$ cat src/rtl/wdog_window.sv
`timescale 1ns/1ps
module wdog_window #(
  parameter int FIRST_TICKS = 16384,
  parameter int MIN_TICKS   = 6554,
  parameter int MAX_TICKS   = 9830,
  parameter int W20_TICKS   = 655,
  parameter int W10_TICKS   = 328,
  parameter int W5_TICKS    = 164,
  parameter int W1_TICKS    = 33,
  parameter int FAULT_LIMIT = 5
) (
  input  logic clk,
  input  logic rst_n,
  input  logic tick,
  input  logic wd_pin,
  input  logic wd_en,
  input  logic run_entry,
  input  logic err_clr,
  input  logic status_clr,
  input  logic [1:0] pulse_sel,
  output logic rst_pulse,
  output logic pwr_en,
  output logic wd_status,
  output logic [$clog2(FAULT_LIMIT+1)-1:0] err_cnt
);
  localparam int TW = $clog2(FIRST_TICKS + MAX_TICKS + W20_TICKS + 2);
  localparam int CW = $clog2(FAULT_LIMIT + 1);

  typedef enum logic [2:0] {S_IDLE, S_PULSE, S_FIRST, S_RUN, S_STBY} st_t;

  st_t           state;
  logic [TW-1:0] timer;
  logic [TW-1:0] width_m1;
  logic [2:0]    sync_q;
  logic          trig;
  logic          fault;
  logic [CW-1:0] cnt_inc;

  always_ff @(posedge clk or negedge rst_n)
    if (!rst_n) sync_q <= '0;
    else        sync_q <= {sync_q[1:0], wd_pin};

  assign trig = sync_q[2] ^ sync_q[1];

  always_comb
    case (pulse_sel)
      2'b00:   width_m1 = TW'(W20_TICKS - 1);
      2'b01:   width_m1 = TW'(W10_TICKS - 1);
      2'b10:   width_m1 = TW'(W5_TICKS - 1);
      default: width_m1 = TW'(W1_TICKS - 1);
    endcase

  assign fault = wd_en && (
      (state == S_FIRST && !trig && tick && timer == TW'(FIRST_TICKS)) ||
      (state == S_RUN && trig && timer < TW'(MIN_TICKS)) ||
      (state == S_RUN && !trig && tick && timer == TW'(MAX_TICKS)));

  assign cnt_inc   = err_cnt + CW'(1);
  assign rst_pulse = (state == S_PULSE);
  assign pwr_en    = (state != S_STBY);

  always_ff @(posedge clk or negedge rst_n)
    if (!rst_n) begin
      state <= S_IDLE;
      timer <= '0;
    end else if (run_entry) begin
      state <= S_PULSE;
      timer <= '0;
    end else if (state == S_STBY) begin
      timer <= '0;
    end else if (!wd_en) begin
      state <= S_IDLE;
      timer <= '0;
    end else if (fault) begin
      state <= (cnt_inc == CW'(FAULT_LIMIT)) ? S_STBY : S_PULSE;
      timer <= '0;
    end else begin
      case (state)
        S_IDLE: begin
          state <= S_FIRST;
          timer <= TW'(1);
        end
        S_PULSE:
          if (tick) begin
            if (timer == width_m1) begin
              state <= S_FIRST;
              timer <= TW'(1);
            end else begin
              timer <= timer + TW'(1);
            end
          end
        S_FIRST, S_RUN:
          if (trig) begin
            state <= S_RUN;
            timer <= TW'(1);
          end else if (tick) begin
            timer <= timer + TW'(1);
          end
        default: state <= S_IDLE;
      endcase
    end

  always_ff @(posedge clk or negedge rst_n)
    if (!rst_n)                   err_cnt <= '0;
    else if (run_entry || err_clr) err_cnt <= '0;
    else if (fault)               err_cnt <= cnt_inc;

  always_ff @(posedge clk or negedge rst_n)
    if (!rst_n)          wd_status <= 1'b0;
    else if (status_clr) wd_status <= 1'b0;
    else if (fault)      wd_status <= 1'b1;
endmodule

$ cat config.mk
export PLATFORM = sky130hd
export DESIGN_NAME = wdog_window
export DESIGN_NICKNAME = d
export VERILOG_FILES = /design/src/rtl/wdog_window.sv
export SDC_FILE = /design/constraint.sdc
export NUM_CORES = 1
export LEC_CHECK = 0
export CORE_UTILIZATION = 33
export DETAILED_ROUTE_END_ITERATION = 10
export GPL_TIMING_DRIVEN = 0
export SLEW_MARGIN = 15
export SYNTH_ARGS = -nofsm -noshare
export SYNTH_HDL_FRONTEND = slang
export SYNTH_SLANG_ARGS = --single-unit
$ cat constraint.sdc
create_clock -name clk -period 4 [get_ports clk]
set_clock_uncertainty 0.2 [all_clocks]
set_input_delay 0.4 -clock clk [delete_from_list [all_inputs] [get_ports clk]]
set_output_delay 0.4 -clock clk [all_outputs]
set_load 0.1 [all_outputs]
==> results.tsv <==
stage	metric	value	unit
yosys	synth.avg_cell_area	8.62	um^2
yosys	ys_ff_latch	25	
power_and_ir_drop	intPower	0.357	mW
sta	period_minus_slack	2930	ps
global_routing	grt_pass1_wl	7370	um
worst_hold_path	whs_path_depth	0	
clock_tree	numCtsBuffers	3	
worst_setup_path	startpoint_type	register	
worst_hold_path	min_path_type	reg -> reg	
worst_setup_path	r2r-end	timer[10]	
yosys	yosysTopAreaCell	dfrtp_1	
clock_tree	clockRootBuffer	clkbuf_8	
power_and_ir_drop	seqPwrFrac	52.8	%
global_routing	grt_pass1_vias	1424	
power_and_ir_drop	power.density	238	nW/um^2
floorplanning	row_count	26	
power_and_ir_drop	power.leakage	0.853	nW
routing	via_per_inst	5.32	
yosys	synthTopCellsByCount	dfrtp_1, nor2_1, a21oi_1	
sta	max_freq	341	MHz
clock_tree	post_cts_buffers	0	
final_layout	layout-drive-gt1-share	13.0	%
yosys	synth_edf_count	0	
worst_setup_path	required	3400	ps
routing	drt_iter0_markers	114	
worst_setup_path	critPathMaxFanout	6	
final_layout	multi_input_comb_area	1070	um^2
clock_tree	clock_latency	270	ps
sta	timing.final.crit_share	73.4	%
yosys	yosysWarningCount	0	
global_routing	grt_max_degree	26	
power_and_ir_drop	power.switching	0.142	mW
power_and_ir_drop	p_sw_share	28.5	%
clock_tree	cts_sinks	25	
clock_tree	h-tree-depth	1	
routing	finalWirelength	4350	um
sta	worst_pin_slew	964	ps
yosys	yosysSeqAreaShare	34.6	%
worst_setup_path	crit_type	reg -> out	
worst_setup_path	reg2regPathDepth	9	
final_layout	fill_cells	527	
yosys	syn-num-nets	230	
worst_setup_path	r2r_start	timer[1]	
sta	final_hold_viol_count	0	
yosys	synth_async_sr_flop_share	100	%
power_and_ir_drop	ir_drop	0.000125	V
floorplanning	fp.dieW	76.1	um
floorplanning	initial_core_util	34.8	%
final_layout	nNetsFinal	251	
sta	slew-limit-headroom	35.5	%
job	cap_violations	0	
routing	num_vias	1596	
global_routing	antenna_found_initial	0	
final_layout	final_util	40.3	%
yosys	synth_top_area_share	34.6	%
worst_hold_path	hp-start	sync_q[0]	
placed_design	routabilityCongestion	0.813	
clock_tree	path_clk_slew	90	ps
worst_setup_path	crit_path_max_incr_delay	1180	ps
floorplanning	die-area	5790	um^2
yosys	syn_inst	210	
routing	drc	0	
floorplanning	core_region_area	5200	um^2
outcome	status	finished, final reports clean	
power_and_ir_drop	combinationalPowerShare	16.8	%
sta	setup_viol	0	
routing	drt_first_pass_iters	4	
routing	antenna_left	0	
yosys	netlist_area	1810	um^2
worst_setup_path	crit_path_end_kind	output pin	
placed_design	place_hpwl	3250	um
routing	wl_per_cell	14.5	um
worst_setup_path	cp.arrival	2330	ps
final_layout	seq_area	626	um^2
yosys	ys_types	48	
worst_setup_path	crit_chain	nand2b_1 -> nor2_1 -> clkdlybuf4s50_1	
placed_design	portBuffers	15	
worst_setup_path	reg2reg_slack	1490	ps
sta	rsz0062_at_grt	false	
yosys	synth.most_common_cell	dfrtp_1	
worst_setup_path	critPathSlowestCell	clkdlybuf4s50_1	
sta	finalMaxSlewViolations	0	
sta	setup_tns	0	ps
global_routing	grt_util_all_layers	15.8	%
final_layout	area_growth	16.0	%
worst_hold_path	hold_path_end	sync_q[1]	
power_and_ir_drop	clockPowerShare	30.4	%
global_routing	grt_overflow	0	
floorplanning	die_h	76.1	um
yosys	synth_area_leaders	dfrtp_1, ha_1, a21oi_1	
yosys	synthFlopType	dfrtp_1	
worst_setup_path	startpoint	state[1]	
floorplanning	ioPinCount	16	
final_layout	n_antenna_cell	0	
clock_tree	cts_tree	yes	
clock_tree	cts_buffer_depth	2	
==> power by group through the flow <==
stage          clock network (mW)  registers (mW)  logic (mW)
3_5_place_dp                    0           0.269      0.0839
5_1_grt                     0.169           0.265      0.0926
3_3_place_gp                    0           0.268      0.0830
2_1_floorplan                   0           0.268      0.0508
4_1_cts                     0.159           0.263      0.0842
6_report                    0.152           0.264      0.0838
==> kinds of logic after synthesis <==
group	Yosys count	synth area share [%]
AO/OA/AOI/OAI	51	19.9
XOR/XNOR	9	4.35
adder cells (fa/ha/maj)	10	6.91
buffers and inverters	25	6.22
flip-flops	25	34.6
multiplexers	3	1.80
AND/OR/NAND/NOR	87	26.3
==> cell usage in the layout (no fill, tap or decap), drive strengths merged, types with 2 or more instances in the layout <==
master	n
nand3	12
nor4b	2
inv	12
clkbuf	5
nor3	13
nor2	16
o21ai	8
a31oi	4
clkdlybuf4s50	14
buf	12
a31o	2
o22ai	3
nor2b	3
nand4	8
o221ai	2
ha	10
o211ai	5
xor2	6
nand2	12
or3	4
a211oi	6
and3	4
nand2b	4
dfrtp	25
mux2	2
and2	2
a21oi	13
xnor2	3
nor4	4
==> worst max-delay path, delay by kind of cell, from the launching register on <==
family | cells | cell delay [ps]
buffers and inverters | 1 | 1180
AND/OR/NAND/NOR | 2 | 430
flip-flops | 1 | 450
==> worst max-delay path by stage <==
stage | to | slack [ps] | cells after the start
floorplan | state[0] | 940 | 6
global placement | timer[2] | 870 | 10
detailed placement | timer[2] | 830 | 10
CTS | rst_pulse | 1080 | 3
global route | timer[2] | 900 | 10
finish | rst_pulse | 1070 | 3
==> timing repair <==
item | 4_1_cts | 5_1_grt
resized for setup | 0 | 0
hold endpoints to repair | 0 | 25
hold buffers | 0 | 1
==> per-stage QoR <==
stage / hold slack (ps) / cell area (um^2) / instances / setup WS [ps] / total power, mW
after CTS: 166 / 2090 / 299 / 1080 / 0.506
after global placement: 134 / 2050 / 295 / 866 / 0.351
after floorplan: -95.6 / 1810 / 210 / 942 / 0.319
after global routing: 180 / 2100 / 300 / 897 / 0.526
final: 164 / 2100 / 300 / 1070 / 0.499
after detailed placement: 145 / 2050 / 295 / 830 / 0.352
==> cell type report <==
cell class | instances | area share [%]
multi-input cells | 160 | 51.1
flip-flops and latches | 25 | 29.8
clock inverters | 1 | 0.238
plain buffers | 13 | 3.22
clock buffers | 3 | 1.97
well taps | 70 | 4.17
repair buffers | 16 | 7.39
inverters | 12 | 2.15
==> metal layers <==
metal | track usage, % | vias to the layer above | share of wire [%]
li1 | - | 813 | -
met1 | 23.4 | 757 | 52
met2 | 23.9 | 22 | 45
met3 | 2.16 | 4 | 2.1
met4 | 4.62 | 0 | 1.2
met5 | 0 | - | 0
==> flip-flops by register name (all words and copies together) (netlist names) <==
signal     flops
wd_status      1
timer         15
state          3
err_cnt        3
sync_q         3
Note: power is estimated with default switching activity, not from simulation.
